<file path="config.mk">
export PLATFORM = sky130hd
export DESIGN_NAME = line_pattern_gen
export DESIGN_NICKNAME = d
export VERILOG_FILES = /design/src/rtl/lpg_pkg.sv /design/src/rtl/lpg_qrs.sv /design/src/rtl/lpg_loopcode.sv /design/src/rtl/lpg_errinj.sv /design/src/rtl/line_pattern_gen.sv
export SDC_FILE = /design/constraint.sdc
export NUM_CORES = 1
export LEC_CHECK = 0
export BUFFER_PORTS_ARGS = -buffer_cell sky130_fd_sc_hd__clkbuf_2
export CAP_MARGIN = 15
export CORE_MARGIN = 2
export CORE_UTILIZATION = 57
export CTS_BUF_LIST = sky130_fd_sc_hd__clkbuf_16
export DETAILED_ROUTE_END_ITERATION = 7
export GPL_TIMING_DRIVEN = 0
export PLACE_DENSITY = 0.76
export SLEW_MARGIN = 20
export SYNTH_ARGS = -nofsm -noshare
export SYNTH_HDL_FRONTEND = slang
export SYNTH_HIERARCHICAL = 1
export SYNTH_SLANG_ARGS = --single-unit
</file>
<file path="constraint.sdc">
create_clock -name clk -period 3.3 [get_ports clk]
set_input_delay 0.66 -clock clk [delete_from_list [all_inputs] [get_ports clk]]
set_output_delay 0.66 -clock clk [all_outputs]
set_load 0.005 [all_outputs]
</file>
<file path="src/rtl/lpg_pkg.sv">
// Shared constants for the line test pattern generator.
// Assumes a single 20-stage quasi-random register with two feedback taps.
package lpg_pkg;
    localparam int QRS_W      = 20;
    localparam int QRS_TAP_HI = 19;
    localparam int QRS_TAP_LO = 16;

    localparam logic [2:0] SEL_DATA = 3'b000;
    localparam logic [2:0] SEL_ONES = 3'b001;
    localparam logic [2:0] SEL_LUP  = 3'b010;
    localparam logic [2:0] SEL_LDN  = 3'b011;
endpackage

</file>
<file path="src/rtl/lpg_qrs.sv">
// Quasi-random bit source: 20-stage shift register with feedback from two
// taps, and a forced one after ZERO_RUN consecutive zeros of its own output.
// Assumes advance is high only on bit slots that consume a sequence bit.
module lpg_qrs
    import lpg_pkg::*;
#(
    parameter int               ZERO_RUN = 14,
    parameter logic [QRS_W-1:0] SEED     = '1
) (
    input  logic clk,
    input  logic rst_n,
    input  logic advance,
    output logic seq_bit
);
    localparam int ZC_W = $clog2(ZERO_RUN + 1);

    logic [QRS_W-1:0] shreg;
    logic [ZC_W-1:0]  zrun;
    logic             fb;
    logic             forced;

    // Raw feedback and the zero-run substitution for the current slot.
    always_comb begin
        fb      = shreg[QRS_TAP_HI] ^ shreg[QRS_TAP_LO];
        forced  = (zrun >= ZC_W'(ZERO_RUN));
        seq_bit = fb | forced;
    end

    // Shift the register and track the run of zeros on each consumed slot.
    always_ff @(posedge clk) begin
        if (!rst_n) begin
            shreg <= SEED;
            zrun  <= '0;
        end else if (advance) begin
            shreg <= {shreg[QRS_W-2:0], fb};
            zrun  <= seq_bit ? '0 : zrun + ZC_W'(1);
        end
    end
endmodule

</file>
<file path="src/rtl/lpg_loopcode.sv">
// Repeating loop-code source. Two words, sent MSB first, sit right-aligned in
// MAX_LEN-bit parameters. Assumes restart is raised whenever the selected word
// changes, so the phase never exceeds the active word length.
module lpg_loopcode #(
    parameter int                 MAX_LEN = 5,
    parameter int                 UP_LEN  = 5,
    parameter logic [MAX_LEN-1:0] UP_CODE = 5'b00001,
    parameter int                 DN_LEN  = 3,
    parameter logic [MAX_LEN-1:0] DN_CODE = 5'b00001
) (
    input  logic clk,
    input  logic rst_n,
    input  logic advance,
    input  logic restart,
    input  logic sel_down,
    output logic code_bit
);
    localparam int              PH_W    = $clog2(MAX_LEN);
    localparam logic [PH_W-1:0] UP_LAST = PH_W'(UP_LEN - 1);
    localparam logic [PH_W-1:0] DN_LAST = PH_W'(DN_LEN - 1);

    logic [PH_W-1:0]    phase;
    logic [PH_W-1:0]    ph_eff;
    logic [PH_W-1:0]    last;
    logic [MAX_LEN-1:0] word;
    logic [MAX_LEN-1:0] shifted;

    // Pick the active word and the bit at the effective phase.
    always_comb begin
        ph_eff   = restart ? '0 : phase;
        last     = sel_down ? DN_LAST : UP_LAST;
        word     = sel_down ? DN_CODE : UP_CODE;
        shifted  = word >> (last - ph_eff);
        code_bit = shifted[0];
    end

    // Step the phase, wrapping at the end of the active word.
    always_ff @(posedge clk) begin
        if (!rst_n) begin
            phase <= '0;
        end else if (advance) begin
            phase <= (ph_eff == last) ? '0 : ph_eff + PH_W'(1);
        end
    end
endmodule

</file>
<file path="src/rtl/lpg_errinj.sv">
// Error request capture: synchronises an asynchronous strobe, finds rising
// edges and holds one pending request until a bit slot consumes it.
// Assumes arm is low whenever error insertion is not selected.
module lpg_errinj #(
    parameter int SYNC_STAGES = 2
) (
    input  logic clk,
    input  logic rst_n,
    input  logic strobe,
    input  logic arm,
    input  logic consume,
    output logic pending
);
    logic [SYNC_STAGES:0] sync_q;
    logic                 rise;

    // Synchroniser chain plus one extra stage for edge detection.
    always_ff @(posedge clk) begin
        if (!rst_n) sync_q <= '0;
        else        sync_q <= {sync_q[SYNC_STAGES-1:0], strobe};
    end

    // A rising edge appears as new-high, old-low at the end of the chain.
    always_comb rise = sync_q[SYNC_STAGES-1] & ~sync_q[SYNC_STAGES];

    // Hold one request; drop it when disarmed, clear it once consumed.
    always_ff @(posedge clk) begin
        if (!rst_n)    pending <= 1'b0;
        else if (!arm) pending <= 1'b0;
        else           pending <= rise | (pending & ~consume);
    end
endmodule

</file>
<file path="src/rtl/line_pattern_gen.sv">
// Transmit test pattern selector for one line channel. On each enabled slot
// it registers user data, ones, a loop code or the quasi-random stream, with
// optional inversion and error insertion. A loss-of-signal override forces
// ones and freezes all generator state. Assumes bit_en is in the clk domain.
module line_pattern_gen
    import lpg_pkg::*;
#(
    parameter int               ZERO_RUN    = 14,
    parameter logic [QRS_W-1:0] QRS_SEED    = '1,
    parameter int               SYNC_STAGES = 2
) (
    input  logic       clk,
    input  logic       rst_n,
    input  logic       bit_en,
    input  logic       user_bit,
    input  logic [2:0] test_sel,
    input  logic       auto_ones_en,
    input  logic       rx_los,
    input  logic       err_strobe,
    output logic       tx_bit,
    output logic       tx_valid
);
    logic       override;
    logic       gen_adv;
    logic [2:0] sel_q;
    logic       restart;
    logic       is_loop;
    logic       is_qrs;
    logic       err_mode;
    logic       qrs_bit;
    logic       code_bit;
    logic       err_pending;
    logic       err_take;
    logic       next_bit;

    // Mode decode and slot qualification.
    always_comb begin
        override = auto_ones_en & rx_los;
        gen_adv  = bit_en & ~override;
        restart  = (test_sel != sel_q);
        is_loop  = (test_sel == SEL_LUP) || (test_sel == SEL_LDN);
        is_qrs   = test_sel[2];
        err_mode = test_sel[2] & test_sel[1];
        err_take = gen_adv & err_mode & err_pending;
    end

    // Remember the selector of the last generator slot for restart detection.
    always_ff @(posedge clk) begin
        if (!rst_n)       sel_q <= SEL_DATA;
        else if (gen_adv) sel_q <= test_sel;
    end

    lpg_qrs #(
        .ZERO_RUN (ZERO_RUN),
        .SEED     (QRS_SEED)
    ) qrs_i (
        .clk     (clk),
        .rst_n   (rst_n),
        .advance (gen_adv & is_qrs),
        .seq_bit (qrs_bit)
    );

    lpg_loopcode loop_i (
        .clk      (clk),
        .rst_n    (rst_n),
        .advance  (gen_adv & is_loop),
        .restart  (restart),
        .sel_down (test_sel[0]),
        .code_bit (code_bit)
    );

    lpg_errinj #(
        .SYNC_STAGES (SYNC_STAGES)
    ) err_i (
        .clk     (clk),
        .rst_n   (rst_n),
        .strobe  (err_strobe),
        .arm     (err_mode),
        .consume (err_take),
        .pending (err_pending)
    );

    // Select the bit for this slot.
    always_comb begin
        if (override) begin
            next_bit = 1'b1;
        end else if (is_qrs) begin
            next_bit = qrs_bit ^ test_sel[0] ^ err_take;
        end else begin
            case (test_sel)
                SEL_DATA: next_bit = user_bit;
                SEL_ONES: next_bit = 1'b1;
                default:  next_bit = code_bit;
            endcase
        end
    end

    // Output register, loaded only on enabled slots.
    always_ff @(posedge clk) begin
        if (!rst_n) begin
            tx_bit   <= 1'b0;
            tx_valid <= 1'b0;
        end else begin
            tx_valid <= bit_en;
            if (bit_en) tx_bit <= next_bit;
        end
    end
endmodule

</file>
After elaboration in Yosys (flattened, before gate mapping)
Cells that the tools add are included.

Register bits: 36. Word-level logic and storage cells: 45. Input bits: 10.

Mux-type cells: 7. $lt $le $gt $ge: 1. Add/sub/neg operators: 3. Equality and inequality tests: 5. Reductions and logical operators: 3. Shift-type cells: 1. Bitwise gates (word level): 17.

Operators by type and width (number): 1-bit AND (9); 3-bit two-way mux (3); 3-bit by 2-bit == test with 1-bit output (second input constant) (2); 4-bit by 1-bit adder with 4-bit output (second input constant) (1); 4-bit greater-or-equal comparator (second input constant) (1); 4-bit two-way mux (1); 3-bit by 1-bit adder with 3-bit output (second input constant) (1); 3-bit by 1-bit == test with 1-bit output (second input constant) (1); 3-bit == test (1); 3-bit zero test (1); 3-bit inequality test (1); 1-bit NOT (3); 1-bit by 3-bit right shift with 1-bit output (first input constant) (1); 3-bit subtractor (1); 1-bit XOR (3); 1-bit two-way mux (2); 1-bit bitwise OR (2); 1-bit one-hot mux with 2 select lines (1); 2-bit AND reduction (1); 1-bit logical OR (1).

Logic depth before layout (Yosys ltp)
Depth in word-level cells: 8. Gate-level depth with buffers: 11. Depth with buffers taken out: 11.

Cells and area by module
Netlist, hierarchy kept.

Modules (own cells, without submodules): lpg_qrs (area each 959.7 um^2, instances 1, cells each 94, seq. area each 480.5 um^2); line_pattern_gen (area each 302.8 um^2, instances 1, cells each 30, seq. area each 100.1 um^2); lpg_loopcode (area each 285.3 um^2, instances 1, cells each 32, seq. area each 60.1 um^2); lpg_errinj (area each 132.6 um^2, instances 1, cells each 11, seq. area each 80.1 um^2).

Worst setup path after synthesis
No wires, ideal clock.

Path type: in2reg. From: in test_sel[1]. To: reg tx_bit. Arrival: 2704 ps. Setup slack: 523 ps. Stages on the path: 11. Buffers on the path: 0. Library setup time: 73 ps. Cells stage by stage: xnor2_1 -> nand3_1 -> nand2b_1 -> inv_1 -> fa_1 -> xor2_1 -> or4b_1 -> a21boi_1 -> nor2b_2 -> o31a_1 -> o22ai_2.

Word-level cells in the longest chain between the ends: 7. Elaborated cells between the ends (all ways): 13. Classes of those cells: 1 x add/sub; 2 x eq/ne; 1 x shift; 4 x mux; 4 x bitwise; 1 x reduce/logical.

Ends and longest elaborated chain: start: declaration (line line_pattern_gen.sv:16) `input logic [2:0] test_sel,`; 3-bit inequality test (line line_pattern_gen.sv:40) `restart = (test_sel != sel_q);`; via restart (line line_pattern_gen.sv:26) `logic restart;`; 3-bit two-way mux (line lpg_loopcode.sv:30) `ph_eff = restart ? '0 : phase;`; 3-bit subtractor (line lpg_loopcode.sv:33) `shifted = word >> (last - ph_eff);`; 1-bit by 3-bit right shift with 1-bit output (line lpg_loopcode.sv:33); via code_bit (line line_pattern_gen.sv:31) `logic code_bit;`; 1-bit one-hot mux with 2 select lines (line line_pattern_gen.sv:90) `case (test_sel)`; 1-bit two-way mux (line line_pattern_gen.sv:87) `end else if (is_qrs) begin`; 1-bit two-way mux (line line_pattern_gen.sv:85) `if (override) begin`; end signal: assignment (line line_pattern_gen.sv:105) `if (bit_en) tx_bit <= next_bit;`; end: declaration (line line_pattern_gen.sv:20) `output logic tx_bit,`.

The timed path passes the listed nets, and every way through them passes these cells. A chain may end at the register's enable or synchronous reset.

Worst setup path after layout
From: in test_sel[0]. To: reg tx_bit.

The elaborated chain is that of the path after synthesis.

==> qor.txt <==
CP Cell Sequence -> clkbuf_2 -> xnor2_1 -> nand3_1 -> nand2b_1 -> inv_1 -> fa_1 -> xor2_1 -> or4b_1 -> a21boi_1 -> nor2b_2 -> o31a_1 -> o22ai_2
met3 wire length -> 108 um
first-pass GRT wire length -> 5090 um
CTS clk-pin slew, worst paths -> 0.05 ns
mux contribution to synthesized area -> 12.5%
Max IR drop VDD -> 0.000499 V
CTS root buffer -> clkbuf_16
xor/xnor share of the synthesized area -> 4.62%
Chip Width -> 58.3 um
Synth Cell Area -> 1680 um^2
crit end category -> flop
Top Ports -> 12
Detailed Place HPWL -> 2100 um
post-synthesis net count -> 183
nets -> 201
largest net degree at the start of global routing -> 18
CTS Hold Buffers Added -> 0
Arr. time, crit path -> 3.11 ns
fraction of final layout cells sized beyond drive strength 1 -> 17.2%
Starting Density -> 60.4%
# port buffers -> 11
most frequent cells after synthesis -> 36 x dfxtp_1, 24 x nand2_1, 21 x mux2i_1
crit start category -> input port
CTS tree -> built
Routed WL -> 2960 um
Setup violations, final -> 0
post-route clock period utilization -> 87.9%
initial antenna violation count -> 0
min-delay worst type -> flop to flop
flop and latch count out of synthesis -> 36
Place WS -> 0.0839 ns
post-route ant nets -> 0
Synthesis Warnings -> 6
area grow syn2layout -> 14.3%
WL met1 -> 1320 um
Synth Area in Simple Gates -> 21.4%
RSZ-0062 raised after global routing -> no
setup TNS -> 0 ns
Antenna Cells -> 0
vias in the first global route -> 1146
slowest CP cell -> or4b_1
highest routed layer -> met4
Pwr per Cell Area -> 508 nW/um^2
Non-Filler Instances -> 217
Lkg Pwr -> 0.762 nW
cell total after placement -> 209
fin. max-slew vios -> 0
post-synth top area cell -> dfxtp_1
# resized after CTS -> 0
CP Data Required Time -> 3.51 ns
maximum clock frequency -> 0.345 GHz
PnR worst setup slack -> 0.398 ns
status -> finished, final reports clean
register area share after synthesis -> 42.9%
post-DR wirelength/cell -> 13.6 um
clock latency on the worst-skew pair -> 0.27 ns
CP max FO -> 9
Netlist cell types -> 42
total gr overflow -> 0
Core ar. -> 2780 um^2
Area contributors post-synth -> dfxtp_1 43%, mux2i_1 13%, nand2_1 5.4%
most common cell in the synthesized netlist -> dfxtp_1
number of enable flip-flop cells after synthesis -> 0
residual DRC count -> 0
compound-cell area share of the yosys netlist -> 10.7%
worst-margin pin slew -> 0.406 ns
Synth Flop Type -> dfxtp_1
Cell Rows -> 19
Die H -> 58.3 um
syn_area_per_cell -> 10.1 um^2
combinational family with the most area after synthesis -> simple AND/OR/NAND/NOR gates
Layout Skew -> 0.00307 ns
final instance area -> 1920 um^2
Synth Area in Adders -> 4.91%
Worst path max stage delay -> 0.47 ns
GR Util All Layers -> 20.2%
CTS Buf Count -> 5
dpl cell area -> 1770 um^2
die area -> 3400 um^2
max-cap violations -> 0
Fin. Hold Viols -> 0
asr flop ratio synth -> 0%
Cells after Synth -> 167
DR pass1 iterations -> 4
GPL Wtd Cong -> 0.775
CTS sink cnt -> 36
top cell type's share of synthesized area -> 42.9%
post-DR vias/cell -> 5.72
CTS Buffer Depth -> 2
First DRT Iteration DRCs -> 57
WL met2 -> 1480 um
H-tree level count -> 2
max_slew headroom -> 72.8%
Core Util, Final -> 69.1%
final worst path period need -> 2.90 ns
Crit Path Category -> input port to flop
Vias -> 1242
Post-CTS Setup Bufs -> 0
==> cells in the final DEF, fill, tap and decap left out, types with 4 or more instances in the layout <==
| cell type | instances |
|---|---|
| nand2b_1 | 8 |
| xnor2_1 | 6 |
| mux2i_1 | 21 |
| nand2_1 | 24 |
| inv_1 | 5 |
| a21oi_1 | 4 |
| nor2b_1 | 5 |
| clkbuf_2 | 11 |
| clkbuf_16 | 5 |
| ha_1 | 5 |
| dfxtp_1 | 36 |
==> power by group <==
group | switching, W | internal [W]
logic | 0.0000378 | 0.0000354
registers | 0.00000625 | 0.000444
clock network | 0.000172 | 0.000280
total | 0.000216 | 0.000759
==> area by class of cell <==
cell class	instances	area [um^2]
inverter	5	18.8
buffer	5	30.0
sequential	36	721
timing repair buffer	11	55.1
clock inverter	3	21.3
multi-input combinational	121	911
tap	31	38.8
clock buffer	5	125
fill	226	861
==> stage by stage <==
stage / total power (W) / hold WS [ns]
2_1_floorplan: 0.000508 / 0.412
3_3_place_gp: 0.000529 / 0.434
3_5_place_dp: 0.000532 / 0.428
4_1_cts: 0.000987 / 0.448
5_1_grt: 0.00101 / 0.457
6_report: 0.000975 / 0.440
==> cell families (layout without fill, tap and decap cells) <==
| kind of cell | Yosys count | in the layout |
|---|---|---|
| DFF | 36 | 36 |
| AOI/OAI and AO/OA | 24 | 24 |
| adders and majority gates | 6 | 6 |
| buffers and inverters | 10 | 29 |
| xor gates and xnor gates | 8 | 8 |
| muxes | 21 | 21 |
| and+or+nand+nor | 62 | 62 |
==> path summary, 6_finish.rpt <==
check	from	end	slack, ns	cells past startpoint
max reg2reg	sel_q[1]$_SDFFE_PN0N_	tx_bit$_SDFFE_PN0P_	0.65	11
max	test_sel[0]	tx_bit$_SDFFE_PN0P_	0.40	12
min	err_i/sync_q[0]$_SDFF_PN0_	err_i/sync_q[1]$_SDFF_PN0_	0.44	1
min reg2reg	err_i/sync_q[0]$_SDFF_PN0_	err_i/sync_q[1]$_SDFF_PN0_	0.44	1
==> state kept, by name, summed over array words and instances (netlist names) <==
register and count:
qrs_i/shreg 20, sel_q 3, loop_i/phase 3, tx_bit 1, tx_valid 1, err_i/pending 1, err_i/sync_q 3, qrs_i/zrun 4
==> routing by layer <==
layer,vias to the layer above,GRT usage [%]
met5,-,0
met4,0,11.0
met3,4,4.18
met2,27,33.4
met1,589,24.5
li1,622,-
==> critical path: cells and delay by family <==
family	cells	cell delay, ns
adders and majority gates	1	0.37
buffers and inverters	2	0.25
xor gates and xnor gates	2	0.32
and+or+nand+nor	4	0.94
AOI/OAI and AO/OA	3	0.58
Power figures use the tool's default switching activity.
